### src/rtl/tlb_pkg.sv
package tlb_pkg;
  localparam logic [1:0] ACC_READ  = 2'b00;
  localparam logic [1:0] ACC_WRITE = 2'b01;
  localparam logic [1:0] ACC_FETCH = 2'b10;

  localparam logic [1:0] PR_RO = 2'b00;
  localparam logic [1:0] PR_RW = 2'b01;
  localparam logic [1:0] PR_XO = 2'b10;
  localparam logic [1:0] PR_RX = 2'b11;

  typedef enum logic [2:0] {
    OUT_NONE  = 3'd0,
    OUT_HIT   = 3'd1,
    OUT_MISS  = 3'd2,
    OUT_FAULT = 3'd3,
    OUT_PERR  = 3'd4
  } outcome_e;

  // Permission decision for one protection code and one access kind
  function automatic logic perm_ok(input logic [1:0] prot, input logic [1:0] acc);
    logic ok;
    case (acc)
      ACC_READ:  ok = (prot == PR_RO) || (prot == PR_RW) || (prot == PR_RX);
      ACC_WRITE: ok = (prot == PR_RW);
      ACC_FETCH: ok = (prot == PR_XO) || (prot == PR_RX);
      default:   ok = 1'b0;
    endcase
    return ok;
  endfunction
endpackage

### src/rtl/tlb_cam.sv
module tlb_cam #(
  parameter int N     = 8,
  parameter int VPN_W = 20,
  parameter int PFN_W = 20
) (
  input  logic             clk,
  input  logic             rst_n,
  input  logic [VPN_W-1:0] look_vpn,
  output logic [N-1:0]     look_match,
  output logic [PFN_W-1:0] look_pfn,
  output logic             look_present,
  output logic [1:0]       look_prot,
  input  logic             touch_en,
  input  logic             touch_write,
  input  logic [VPN_W-1:0] fill_vpn,
  output logic [N-1:0]     fill_match,
  output logic [N-1:0]     live,
  input  logic             fill_en,
  input  logic [N-1:0]     fill_slot,
  input  logic [PFN_W-1:0] fill_pfn,
  input  logic             fill_present,
  input  logic [1:0]       fill_prot,
  output logic [VPN_W-1:0] ev_vpn,
  output logic             ev_dirty,
  output logic             ev_used,
  output logic             ev_live,
  input  logic             flush,
  input  logic             inv_en,
  input  logic [VPN_W-1:0] inv_vpn
);
  logic [VPN_W-1:0] e_vpn   [N];
  logic [PFN_W-1:0] e_pfn   [N];
  logic [1:0]       e_prot  [N];
  logic [N-1:0]     e_live;
  logic [N-1:0]     e_pres;
  logic [N-1:0]     e_dirty;
  logic [N-1:0]     e_used;
  logic [N-1:0]     inv_hit;

  genvar g;
  generate
    for (g = 0; g < N; g++) begin : g_cmp
      assign look_match[g] = e_live[g] && (e_vpn[g] == look_vpn);
      assign fill_match[g] = e_live[g] && (e_vpn[g] == fill_vpn);
      assign inv_hit[g]    = e_live[g] && (e_vpn[g] == inv_vpn);
    end
  endgenerate

  assign live = e_live;

  always_comb begin
    look_pfn     = '0;
    look_present = 1'b0;
    look_prot    = 2'b00;
    ev_vpn       = '0;
    ev_dirty     = 1'b0;
    ev_used      = 1'b0;
    ev_live      = 1'b0;
    for (int i = 0; i < N; i++) begin
      if (look_match[i]) begin
        look_pfn     = look_pfn | e_pfn[i];
        look_present = look_present | e_pres[i];
        look_prot    = look_prot | e_prot[i];
      end
      if (fill_slot[i]) begin
        ev_vpn   = ev_vpn | e_vpn[i];
        ev_dirty = ev_dirty | e_dirty[i];
        ev_used  = ev_used | e_used[i];
        ev_live  = ev_live | e_live[i];
      end
    end
  end

  // Per-slot update priority: flush, invalidate, refill, access tracking
  always_ff @(posedge clk or negedge rst_n) begin
    if (!rst_n) begin
      for (int i = 0; i < N; i++) begin
        e_live[i]  <= 1'b0;
        e_pres[i]  <= 1'b0;
        e_dirty[i] <= 1'b0;
        e_used[i]  <= 1'b0;
        e_vpn[i]   <= '0;
        e_pfn[i]   <= '0;
        e_prot[i]  <= 2'b00;
      end
    end else begin
      for (int i = 0; i < N; i++) begin
        if (flush) begin
          e_live[i] <= 1'b0;
        end else if (inv_en && inv_hit[i]) begin
          e_live[i] <= 1'b0;
        end else if (fill_en && fill_slot[i]) begin
          e_live[i]  <= 1'b1;
          e_vpn[i]   <= fill_vpn;
          e_pfn[i]   <= fill_pfn;
          e_pres[i]  <= fill_present;
          e_prot[i]  <= fill_prot;
          e_dirty[i] <= 1'b0;
          e_used[i]  <= 1'b0;
        end else if (touch_en && look_match[i]) begin
          e_used[i] <= 1'b1;
          if (touch_write) e_dirty[i] <= 1'b1;
        end
      end
    end
  end
endmodule

### src/rtl/tlb_victim.sv
module tlb_victim #(
  parameter int N = 8
) (
  input  logic         clk,
  input  logic         rst_n,
  input  logic [N-1:0] live,
  input  logic [N-1:0] fill_match,
  input  logic         fill_en,
  input  logic         blocked,
  output logic [N-1:0] slot,
  output logic         rotate
);
  localparam int IDX_W = (N > 1) ? $clog2(N) : 1;

  logic [IDX_W-1:0] ptr;
  logic [N-1:0]     free_oh;
  logic             any_free;

  always_comb begin
    free_oh  = '0;
    any_free = 1'b0;
    for (int i = 0; i < N; i++) begin
      if (!live[i] && !any_free) begin
        free_oh[i] = 1'b1;
        any_free   = 1'b1;
      end
    end
    if (|fill_match)   slot = fill_match;
    else if (any_free) slot = free_oh;
    else               slot = N'(1) << ptr;
  end

  assign rotate = fill_en && !blocked && !(|fill_match) && !any_free;

  always_ff @(posedge clk or negedge rst_n) begin
    if (!rst_n)      ptr <= '0;
    else if (rotate) ptr <= (ptr == IDX_W'(N - 1)) ? '0 : ptr + 1'b1;
  end
endmodule

### src/rtl/tlb_xlate.sv
module tlb_xlate #(
  parameter int ENTRIES = 8,
  parameter int VPN_W   = 20,
  parameter int OFF_W   = 12,
  parameter int PFN_W   = 20
) (
  input  logic                   clk,
  input  logic                   rst_n,
  input  logic                   req_valid,
  output logic                   req_ready,
  input  logic [1:0]             req_type,
  input  logic [VPN_W-1:0]       req_vpn,
  input  logic [OFF_W-1:0]       req_off,
  output logic                   resp_hit,
  output logic                   resp_miss,
  output logic                   resp_fault,
  output logic                   resp_perr,
  output logic [PFN_W+OFF_W-1:0] resp_paddr,
  input  logic                   fill_valid,
  input  logic [VPN_W-1:0]       fill_vpn,
  input  logic [PFN_W-1:0]       fill_pfn,
  input  logic                   fill_present,
  input  logic [1:0]             fill_prot,
  input  logic                   flush,
  input  logic                   inval_valid,
  input  logic [VPN_W-1:0]       inval_vpn,
  output logic                   wb_valid,
  output logic [VPN_W-1:0]       wb_vpn,
  output logic                   wb_dirty,
  output logic                   wb_used
);
  import tlb_pkg::*;

  localparam int PA_W = PFN_W + OFF_W;

  function automatic logic [PA_W-1:0] make_pa(input logic [PFN_W-1:0] f,
                                              input logic [OFF_W-1:0] o);
    return {f, o};
  endfunction

  // Held request
  logic             hold_vld, hold_wait;
  logic [VPN_W-1:0] hold_vpn;
  logic [OFF_W-1:0] hold_off;
  logic [1:0]       hold_type;

  // Named internal events
  logic               look_act, look_any, look_allow, look_done, accept;
  logic [ENTRIES-1:0] look_match, fill_match, live, fill_slot;
  logic [PFN_W-1:0]   look_pfn;
  logic               look_present;
  logic [1:0]         look_prot;
  logic [VPN_W-1:0]   ev_vpn;
  logic               ev_dirty, ev_used, ev_live, rotate;

  tlb_cam #(.N(ENTRIES), .VPN_W(VPN_W), .PFN_W(PFN_W)) u_cam (
    .clk          (clk),
    .rst_n        (rst_n),
    .look_vpn     (hold_vpn),
    .look_match   (look_match),
    .look_pfn     (look_pfn),
    .look_present (look_present),
    .look_prot    (look_prot),
    .touch_en     (resp_hit),
    .touch_write  (hold_type == ACC_WRITE),
    .fill_vpn     (fill_vpn),
    .fill_match   (fill_match),
    .live         (live),
    .fill_en      (fill_valid),
    .fill_slot    (fill_slot),
    .fill_pfn     (fill_pfn),
    .fill_present (fill_present),
    .fill_prot    (fill_prot),
    .ev_vpn       (ev_vpn),
    .ev_dirty     (ev_dirty),
    .ev_used      (ev_used),
    .ev_live      (ev_live),
    .flush        (flush),
    .inv_en       (inval_valid),
    .inv_vpn      (inval_vpn)
  );

  tlb_victim #(.N(ENTRIES)) u_victim (
    .clk        (clk),
    .rst_n      (rst_n),
    .live       (live),
    .fill_match (fill_match),
    .fill_en    (fill_valid),
    .blocked    (flush),
    .slot       (fill_slot),
    .rotate     (rotate)
  );

  assign look_act   = hold_vld && !hold_wait;
  assign look_any   = |look_match;
  assign look_allow = perm_ok(look_prot, hold_type);

  assign resp_miss  = look_act && !look_any;
  assign resp_fault = look_act && look_any && !look_present;
  assign resp_perr  = look_act && look_any && look_present && !look_allow;
  assign resp_hit   = look_act && look_any && look_present && look_allow;
  assign resp_paddr = resp_hit ? make_pa(look_pfn, hold_off) : '0;

  assign look_done  = resp_hit || resp_fault || resp_perr;
  assign req_ready  = !hold_vld || look_done;
  assign accept     = req_valid && req_ready;

  always_ff @(posedge clk or negedge rst_n) begin
    if (!rst_n) begin
      hold_vld  <= 1'b0;
      hold_wait <= 1'b0;
      hold_vpn  <= '0;
      hold_off  <= '0;
      hold_type <= ACC_READ;
    end else if (accept) begin
      hold_vld  <= 1'b1;
      hold_wait <= 1'b0;
      hold_vpn  <= req_vpn;
      hold_off  <= req_off;
      hold_type <= req_type;
    end else if (look_done) begin
      hold_vld  <= 1'b0;
    end else if (resp_miss) begin
      hold_wait <= 1'b1;
    end else if (hold_wait && fill_valid) begin
      hold_wait <= 1'b0;
    end
  end

  always_ff @(posedge clk or negedge rst_n) begin
    if (!rst_n) begin
      wb_valid <= 1'b0;
      wb_vpn   <= '0;
      wb_dirty <= 1'b0;
      wb_used  <= 1'b0;
    end else if (fill_valid && !flush && ev_live) begin
      wb_valid <= 1'b1;
      wb_vpn   <= ev_vpn;
      wb_dirty <= ev_dirty;
      wb_used  <= ev_used;
    end else begin
      wb_valid <= 1'b0;
    end
  end
endmodule

### config.mk
export PLATFORM = sky130hd
export DESIGN_NAME = tlb_xlate
export DESIGN_NICKNAME = d
export VERILOG_FILES = /design/src/rtl/tlb_pkg.sv /design/src/rtl/tlb_cam.sv /design/src/rtl/tlb_victim.sv /design/src/rtl/tlb_xlate.sv
export SDC_FILE = /design/constraint.sdc
export NUM_CORES = 1
export LEC_CHECK = 0
export ABC_CLOCK_PERIOD_IN_PS = 4800
export BUFFER_PORTS_ARGS = -buffer_cell sky130_fd_sc_hd__buf_2
export CORE_MARGIN = 2
export CORE_UTILIZATION = 45
export CTS_CLUSTER_SIZE = 28
export DETAILED_ROUTE_END_ITERATION = 6
export PLACE_DENSITY = 0.66
export SYNTH_ARGS = -nofsm -noshare
export SYNTH_HDL_FRONTEND = slang
export SYNTH_HIERARCHICAL = 1
export SYNTH_SLANG_ARGS = --single-unit
### constraint.sdc
create_clock -name clk -period 4.8 [get_ports clk]
set_input_delay 0.96 -clock clk [delete_from_list [all_inputs] [get_ports clk]]
set_output_delay 0.96 -clock clk [all_outputs]
set_load 0.01 [all_outputs]
Word level (Yosys, flattened, before mapping). Index checks and enable logic that the tools add are counted.

Bitwise logic cells: 58. Shift operators: 1. Muxes and demuxes: 140. Reduce and logical (&&, ||, !) cells: 150. Equal/unequal tests: 31. $add $sub $neg: 1.

Operators by type and width (number): 20-bit == test (24); 20-bit 2-to-1 mux (16); 20-bit OR (14); 1-bit 2-to-1 mux (111); 1-bit logical AND (68); 3-bit AND reduction (16); 2-bit nonzero test (17); 32-bit 2-to-1 mux (1); 4-bit AND reduction (8); 1-bit OR (28); 3-bit nonzero test (9); 1-bit logical NOT (21); 2-bit 2-to-1 mux (8); 8-bit 2-to-1 mux (2); 8-bit OR reduction (2); 2-bit OR (7); 1-bit NOT (9); 1-bit by 3-bit left shift with 8-bit output (first input constant) (1); 2-bit == test (second input constant) (3); 1-bit logical OR (6); 2-bit by 1-bit == test with 1-bit output (second input constant) (2); 2-bit logical NOT (2); 3-bit by 1-bit adder with 3-bit output (second input constant) (1); 3-bit == test (second input constant) (1); other kinds (4) (4).

Output and inout bits: 60. Word-level logic and storage cells: 447. Register bits after elaboration: 430.

Depth between registers and ports, before layout. Gate-level depths: netlist of the first run.

Word-level depth: 40. Mapped depth: 20. Gate-level depth less buffers: 13.

By module. The synthesis of the first run kept the hierarchy.

Modules (own cells, without submodules): tlb_cam (cells an instance 1978, area an instance 23263.6 sq um, sequential area each 9208.8 sq um, instances 1); tlb_xlate (cells an instance 332, area an instance 3251.9 sq um, sequential area each 1476.4 sq um, instances 1); tlb_victim (cells an instance 52, area an instance 461.7 sq um, sequential area each 75.1 sq um, instances 1).

Least setup slack after synthesis of the first run. No wires, ideal clock.

Path kind: input -> register. From: input fill_vpn[6]. To: register wb_dirty. Setup slack: 0.338 ns. Arrival: 4.337 ns. Library setup time: 0.125 ns. Stages on the path: 16. Cells stage by stage: clkbuf_1 > clkbuf_1 > xnor2_1 > nand4_1 > nor4_1 > nor4_2 > nand2_2 > nor3_2 > a31o_2 > clkbuf_1 > buf_1 > a22oi_1 > nand4_1 > nand3b_1 > clkbuf_1 > mux2_2.

Elaborated cells between the ends (all ways): 49. Those cells by class: 8 x eq/ne; 17 x mux; 14 x bitwise; 10 x reduce/logical.

RTL lines: start, declared (RTL line tlb_xlate.sv:20) `input logic [VPN_W-1:0] fill_vpn,`; 20-bit == test (*) (RTL line tlb_cam.sv:44) `assign fill_match[g] = e_live[g] && (e_vpn[g] == fill_vpn);`; 1-bit logical AND (*) (RTL line tlb_cam.sv:44); net fill_match[7] (RTL line tlb_xlate.sv:49) `logic [ENTRIES-1:0] look_match, fill_match, live, fill_slot;`; 8-bit OR reduction (*) (RTL line tlb_victim.sv:28) `if (|fill_match) slot = fill_match;`; 8-bit 2-to-1 mux (*) (RTL line tlb_victim.sv:28); net fill_slot[6] (RTL line tlb_xlate.sv:49); 1-bit 2-to-1 mux (*) (RTL line tlb_cam.sv:65) `if (fill_slot[i]) begin`; 1-bit OR (RTL line tlb_cam.sv:69) `ev_live = ev_live | e_live[i];`; 1-bit 2-to-1 mux (*) (RTL line tlb_cam.sv:65); net ev_live (RTL line tlb_xlate.sv:54) `logic ev_dirty, ev_used, ev_live, rotate;`; 1-bit logical AND (*) (RTL line tlb_xlate.sv:136) `end else if (fill_valid && !flush && ev_live) begin`; end signal, assigned (RTL line tlb_xlate.sv:139) `wb_dirty <= ev_dirty;`; end, declared (RTL line tlb_xlate.sv:29) `output logic wb_dirty,`.

Mark *: on every way through the listed nets, which the timed path passes. The rest lies on a longest branch. A chain may end at the register's enable or synchronous reset.

Worst setup path in the final report of the first run.
From: register hold_vpn[4]. To: output resp_paddr[15].

Longest elaborated chain between the ends: 23. Elaborated cells between the ends (all ways): 74. Those cells by class: 11 x eq/ne; 26 x mux; 21 x bitwise; 16 x reduce/logical.

Ends and longest elaborated chain: start, declared (RTL line tlb_xlate.sv:43) `logic [VPN_W-1:0] hold_vpn;`; start signal, assigned (RTL line tlb_xlate.sv:118) `hold_vpn <= req_vpn;`; 20-bit == test (RTL line tlb_cam.sv:43) `assign look_match[g] = e_live[g] && (e_vpn[g] == look_vpn);`; 1-bit logical AND (RTL line tlb_cam.sv:43); 2-bit 2-to-1 mux (RTL line tlb_cam.sv:60) `if (look_match[i]) begin`; 2-bit OR (RTL line tlb_cam.sv:63) `look_prot = look_prot | e_prot[i];`; 2-bit 2-to-1 mux (RTL line tlb_cam.sv:60); 2-bit OR (RTL line tlb_cam.sv:63); 2-bit 2-to-1 mux (RTL line tlb_cam.sv:60); 2-bit OR (RTL line tlb_cam.sv:63); [7 not listed]; 2-bit OR (RTL line tlb_cam.sv:63); 2-bit 2-to-1 mux (*) (RTL line tlb_cam.sv:60); net look_prot[0] (RTL line tlb_xlate.sv:52) `logic [1:0] look_prot;`; 2-bit by 1-bit == test with 1-bit output / 2-bit logical NOT (equally long branches) (RTL line tlb_pkg.sv:23, tlb_pkg.sv:24); 1-bit logical OR (2 in series) (RTL line tlb_pkg.sv:23) `ACC_READ: ok = (prot == PR_RO) || (prot == PR_RW) || (prot == PR_RX);`; 1-bit one-hot mux with 3 select lines (*) (RTL line tlb_pkg.sv:22) `case (acc)`; 1-bit logical AND (*) (RTL line tlb_xlate.sv:101) `assign resp_hit = look_act && look_any && look_present && look_allow;`; 32-bit 2-to-1 mux (*) (RTL line tlb_xlate.sv:102) `assign resp_paddr = resp_hit ? make_pa(look_pfn, hold_off) : '0;`; end, declared (RTL line tlb_xlate.sv:18) `output logic [PFN_W+OFF_W-1:0] resp_paddr,`.

Marked as above.

==> metrics.md, run 1 <==
| Metric | Value |
|---|---|
| Period utilization | `1.01` |
| Area leader, netlist | `dfrtp_1` |
| IO buf count | `162` |
| Largest family of logic cells by synthesized area | `multiplexers` |
| Syn avg cell area | `11.4 um^2` |
| Crit end category | `output port` |
| Row count | `89` |
| Routed WL per cell | `35.7 um` |
| Area share of the largest cell type after synthesis | `0.399` |
| Post-route minimum period | `4.83 ns` |
| Total gr overflow | `0` |
| Sequential-to-total area share from yosys stat | `0.399` |
| Worst r2r src | `u_cam/e_vpn[63]$_DFFE_PN0P_` |
| Die ar. | `just over 60000 um^2` |
| Fin area | `32200 um^2` |
| Vias/cell | `about 6.6` |
| Crit-path max FO | `14` |
| Area share of and/or/nand/nor cells after synthesis | `0.118` |
| Slew @ Worst Pin | `0.975 ns` |
| Post-route ant nets | `0` |
| Clk slew on worst S/H paths | `0.06 ns` |
| Critical R2R Capture | `wb_vpn[2]$_DFFE_PN0P_` |
| First-pass GRT wire length | `around 170 mm` |
| Area of the multi-input gates | `14900 um^2` |
| Crit path buf inv count | `4` |
| Placer Congestion | `1.08` |
| Multiplexer share of the synthesized area | `0.187` |
| Initial antenna violation count | `3` |
| Ranking of synthesized cells by area | `dfrtp_1 40%, mux2_4 13%, xnor2_1 10%` |
| Fin. Hold Viols | `0` |
| Nets | `~2700` |
| CTS max path bufs | `3` |
| Post-synthesis compound-gate area fraction | `0.0767` |
| Fin Setup TNS | `-0.0262 ns` |
| Setup repair after global routing missed its margin | `yes` |
| Diode count | `0` |
| MaxCap Viol Count | `0` |
| Worst R2R Setup Slack | `0.62 ns` |
| FMAX | `0.207 GHz` |
| Kind of critical path | `reg2out` |
| Post-synthesis async set-or-reset flop share | `1.00` |
| Most frequent cell after synthesis | `dfrtp_1` |
| FF/Latch Area | `10800 um^2` |
| Clock sinks | `430` |
| Initial DRC count | `2901` |
| Post-synth top cells | `430 x dfrtp_1, 318 x xnor2_1, 240 x mux2_4` |
| Worst path most repeated cell | `nand4_1` |
| CP delay by family, top | `simple AND/OR/NAND/NOR gates` |
| Max VDD drop | `0.315 mV` |
| Max-slew violation count | `0` |
| Post-synthesis adder-cell area fraction | `0.00278` |
| Area Overhead vs Synth | `19.5%` |
| Ys Warns | `6` |
| Max_slew headroom | `0.350` |
| DP Wirelength | `89.2 mm` |
| WP data required | `3.84 ns` |
| Die width | `249 um` |
| Pwr/cell area | `337 nW/um^2` |
| First-pass DRT Iterations | `7` |
| Effective utilization at floorplan | `0.456` |
| Cell depth of the worst setup path | `13` |
| Failing checks | `setup timing` |
| Ports | `163` |
| Syn Inst Count | `2362` |
| Synthesized Nets | `2471` |
| CP Launch Type | `flop` |
| Leakage | `15.0 nW` |
| DP Area | `29800 um^2` |
| CTS tree | `yes` |
| Final setup skew | `0.0701 ns` |
| # DRC | `0` |
| Top FF cell, synth | `dfrtp_1` |
| Synthesized area | `27000 um^2` |
| Crit-path cells | `buf_4 -> xnor2_1 -> nand4_1 -> nor4_4 -> buf_12 -> nand3_1 -> and4_1 -> nand4_1 -> nand2b_1 -> a221o_2 -> buf_6 -> nor3_1 -> buf_2` |
| Synth cell types | `58` |
| Worst EP arrival | `3.87 ns` |
| EDFF count, synth | `0` |
| Worst Setup EP | `resp_paddr[15]` |
| Slowest CP cell | `dfrtp_2` |
| Fill cells | `5096` |
| Total GRT Usage | `0.390` |
| Root Buffer | `clkbuf_16` |
| Core area | `59100 um^2` |
| Run status | `complete, but fails checks` |
| Htree depth | `2` |
| TritonCTS Buffers | `50` |
| Final worst setup slack | `-0.0262 ns` |
| Critical Path Start | `hold_vpn[4]$_DFFE_PN0P_` |
| Largest net degree at the start of global routing | `about 110` |
| Vias | `between 20000 and 25000` |
| Post-Route WL | `123 mm` |
| Number of global-route vias before repair | `~22000` |
| Die Ht | `249 um` |
| Synth Area in XOR/XNOR | `0.154` |
| Slowest cell delay on critical path | `0.47 ns` |
| Worst Hold Class | `in2async` |
| Share of cells above drive strength 1 | `0.372` |
| FF-to-FF path depth | `15` |
| Register bit total from synthesis | `430` |
| Layout Utilization | `0.545` |
| Final Setup Violations | `1` |
| Worst-Skew Late Latency | `0.65 ns` |
## area by class of cell
cell class	count	area share
clock buffers	70	0.0442
clock inverters	22	0.0115
inverters	53	0.00617
multi-input cells	1650	0.463
flip-flops and latches	430	0.335
well taps	773	0.0300
repair buffers	447	0.110
## power by group
group          switching, mW  total, mW  internal (mW)  leakage, nW
clock network           1.70       4.18           2.48        0.872
registers              0.483       4.47           3.98         5.50
logic                   1.17       2.22           1.04         8.64
total                   3.36       10.9           7.50         15.0
## state kept, by name, summed over array words and instances, names as in the netlist, 2 cells and up
signal	count
u_cam/e_prot	16
u_cam/e_pfn	160
hold_off	12
u_cam/e_dirty	8
u_victim/ptr	3
u_cam/e_pres	8
u_cam/live	8
hold_type	2
u_cam/e_used	8
u_cam/e_vpn	160
hold_vpn	20
wb_vpn	20
## stage by stage
step | worst slack, ns | instances | power, mW | hold WS (ns)
after floorplan | 0.338 | 2362 | 5.55 | 0.465
after global placement | 0.0364 | 3318 | 6.61 | 0.479
after detailed placement | -0.00887 | 3318 | 6.63 | 0.485
after CTS | -0.0619 | 3420 | 10.8 | 0.452
after global routing | -0.0540 | 3445 | 11.2 | 0.501
final | -0.0262 | 3445 | 10.9 | 0.432
## layer usage
metal	GRT usage	routed length, um	vias to the layer above
met5	0.0124	108	-
met3	0.110	14000	366
met1	0.525	49000	11700
met2	0.575	52400	1630
li1	-	-	9116
met4	0.193	7500	4
## what timing repair did
item / 4_1_cts / 5_1_grt
setup buffers: 8 / 24
hold buffers: 0 / 0
endpoints found under the setup margin: 38 / 36
gates cloned: 2 / 1
pin swaps: 10 / 8
gates resized for setup: 52 / 32
## worst min path at each step
stage	end
2_1_floorplan	u_cam/e_dirty[4]$_DFFE_PN0P_
3_3_place_gp	u_cam/e_pfn[42]$_DFFE_PN0P_
3_5_place_dp	u_cam/e_pfn[141]$_DFFE_PN0P_
4_1_cts	u_cam/e_vpn[129]$_DFFE_PN0P_
5_1_grt	u_cam/e_vpn[53]$_DFFE_PN0P_
6_report	wb_valid$_DFF_PN0_
## kinds of logic after synthesis
logic type,after synthesis
AND/OR/NAND/NOR,522
XOR/XNOR,474
flip-flops,430
multiplexers,369
buffers and inverters,282
AO/OA/AOI/OAI,279
adder cells (fa/ha/maj),6
## placed cells by master, fill, tap and decap left out, types with 10 or more instances in the layout
| cell type | count |
|---|---|
| buf_12 | 42 |
| buf_2 | 162 |
| nor4_2 | 10 |
| xnor2_1 | 303 |
| nor3_1 | 35 |
| and3_1 | 26 |
| and4_1 | 23 |
| dfrtp_1 | 408 |
| a22oi_1 | 126 |
| nor3_2 | 11 |
| clkbuf_16 | 51 |
| o211ai_1 | 56 |
| xnor2_2 | 13 |
| mux2_2 | 126 |
| mux2_4 | 240 |
| clkbuf_1 | 10 |
| clkbuf_8 | 10 |
| nand4_1 | 174 |
| inv_1 | 53 |
| nor4_1 | 43 |
| a31oi_1 | 48 |
| buf_4 | 233 |
| a21oi_1 | 11 |
| nand2_1 | 28 |
| nand3_1 | 111 |
| dfrtp_2 | 16 |
| xor2_1 | 156 |
(Power assumes the default switching activity.)
==> inputs of run 2 (changes only) <==
- ABC_CLOCK_PERIOD_IN_PS: 4800 -> 5030
- clock period: 4.8 -> 5.03 ns (I/O delays scaled with it)
==> metrics.md, run 2 (synthesized netlist as in run 1, its figures left out) <==
| Metric | Value |
|---|---|
| Crit-path max FO | `35` |
| CTS tree | `yes` |
| Area Overhead vs Synth | `18.0%` |
| Worst r2r src | `u_cam/e_vpn[77]$_DFFE_PN0P_` |
| Leakage | `between 10 and 15 nW` |
| Placer Congestion | `1.05` |
| Critical Path Start | `hold_vpn[0]$_DFFE_PN0P_` |
| FF-to-FF path depth | `14` |
| Core area | `59100 um^2` |
| CTS Hold Bufs | `0` |
| Final cell count without fillers | `3443` |
| Die width | `249 um` |
| Die Ht | `249 um` |
| Switching share of power | `0.316` |
| Routed WL per cell | `39.5 um` |
| Run status | `finished, final reports clean` |
| # DRC | `0` |
| Clock Power Share | `0.388` |
| Largest registers | `u_cam/e_pfn x160, u_cam/e_vpn x160` |
| Vias | `around 23000` |
| Root Buffer | `clkbuf_16` |
| IO buf count | `162` |
| Fill cells | `5141` |
| Switching pwr | `3.34 mW` |
| CTS max path bufs | `3` |
| Total gr overflow | `0` |
| Kind of critical path | `reg2out` |
| Share of cells above drive strength 1 | `0.361` |
| DP Wirelength | `101 mm` |
| Max_slew headroom | `0.221` |
| Pwr/cell area | `332 nW/um^2` |
| FF/Latch Area | `approximately 11000 um^2` |
| Die ar. | `61900 um^2` |
| WP data required | `4.02 ns` |
| Most frequent cells in the layout | `413 x dfrtp_1, 317 x xnor2_1, 247 x buf_4` |
| First-pass GRT wire length | `189 mm` |
| Diode count | `0` |
| Worst-Skew Late Latency | `0.64 ns` |
| Flop pwr share | `0.407` |
| FMAX | `0.203 GHz` |
| Effective utilization at floorplan | `0.456` |
| P_int | `7.24 mW` |
| CP Launch Type | `flop` |
| Crit end category | `output port` |
| Largest net degree at the start of global routing | `126` |
| Fin. Hold Viols | `0` |
| Post-Route WL | `136 mm` |
| DP Area | `29900 um^2` |
| Post-route minimum period | `4.93 ns` |
| Worst Hold Class | `in2async` |
| Period utilization | `0.980` |
| Initial DRC count | `~3200` |
| Initial antenna violation count | `5` |
| Cell count after placement | `3347` |
| Final setup skew | `around 0.023 ns` |
| Max VDD drop | `0.306 mV` |
| Clock sinks | `430` |
| Combinational fraction of design power | `0.205` |
| Commonest non-fill, non-tap cell in the layout | `dfrtp_1` |
| MaxCap Viol Count | `0` |
| Vias/cell | `6.68` |
| Worst EP arrival | `about 3.9 ns` |
| Nets | `2739` |
| Total GRT Usage | `0.434` |
| Area of the multi-input gates | `between 10000 and 15000 um^2` |
| Slew @ Worst Pin | `1.16 ns` |
| Htree depth | `2` |
| Final Setup Violations | `0` |
| Row count | `89` |
| Clk slew on worst S/H paths | `0.06 ns` |
| Max-slew violation count | `0` |
| Post-route ant nets | `0` |
| First-pass DRT Iterations | `6` |
| Number of global-route vias before repair | `22900` |
| TritonCTS Buffers | `50` |
| Ports | `approximately 160` |
| Fin area | `between 30000 and 40000 um^2` |
run 2: cell count changes in the layout (fill, tap and decap cells not counted), sizes merged:
cell      change
inv           -1
clkinv        +6
clkinvlp      -1
bufinv        +2
bufbuf        -1
clkbuf        -7
run 2: path summary, 6_finish.rpt:
kind / slack, ns / end
min reg2reg: 0.50 / wb_vpn[7]$_DFFE_PN0P_
max in group asynchronous: 3.28 / u_cam/e_prot[6]$_DFFE_PN0P_
max reg2reg: 0.40 / wb_dirty$_DFFE_PN0P_
min in group clk: 0.50 / wb_vpn[7]$_DFFE_PN0P_
min: 0.39 / wb_valid$_DFF_PN0_
max: 0.10 / req_ready
run 2: layer usage:
metal  vias up  wire [um]  GRT usage
li1       9126          -          -
met1     11900      53700      0.565
met2      1566      58500      0.653
met3       388      14500      0.125
met4        10       9040      0.234
met5         -         58          0
run 2: timing repair:
action                                  in CTS  in global routing
endpoints found under the setup margin      36                 37
gates resized for setup                      8                 22
cloned                                       0                  0
pin swaps                                    0                  3
buffers inserted                             0                  4
run 2: critical path: stages, from the launching register on:
cell     delay [ns]
dfrtp_2        0.52
buf_4          0.22
xnor2_1        0.17
nand4_1        0.21
nor4_2         0.38
buf_6          0.32
and2_1         0.24
or4_1          0.28
buf_4          0.16
buf_4          0.36
o21ai_0        0.18
nand2_1        0.09
buf_2          0.13
run 2: cell type report:
type / count / area share
clock buffers: 64 / 0.0438
flip-flops and latches: 430 / 0.339
repair buffers: 445 / 0.106
well taps: 773 / 0.0304
inverters: 53 / 0.00625
multi-input cells: 1650 / 0.462
clock inverters: 28 / 0.0138
run 2: power groups by stage:
stage	Clock [mW]	Combinational (mW)	Sequential (mW)
6_report	4.11	2.17	4.30
4_1_cts	4.14	2.12	4.26
3_3_place_gp	0	2.10	4.31
3_5_place_dp	0	2.11	4.31
2_1_floorplan	0	1.12	4.18
5_1_grt	4.28	2.25	4.31
run 2: stage by stage:
step | power (mW) | utilization | hold WS, ns | worst slack, ns | TNS, ns
floorplan | 5.30 | - | 0.465 | 0.522 | 0
global route | 10.8 | 0.539 | 0.456 | -0.0160 | -0.0234
global placement | 6.41 | 0.505 | 0.483 | -0.228 | -6.30
detailed placement | 6.42 | 0.505 | 0.483 | -0.204 | -3.73
finish | 10.6 | 0.539 | 0.392 | 0.102 | 0
CTS | 10.5 | 0.537 | 0.445 | -0.00728 | -0.00728
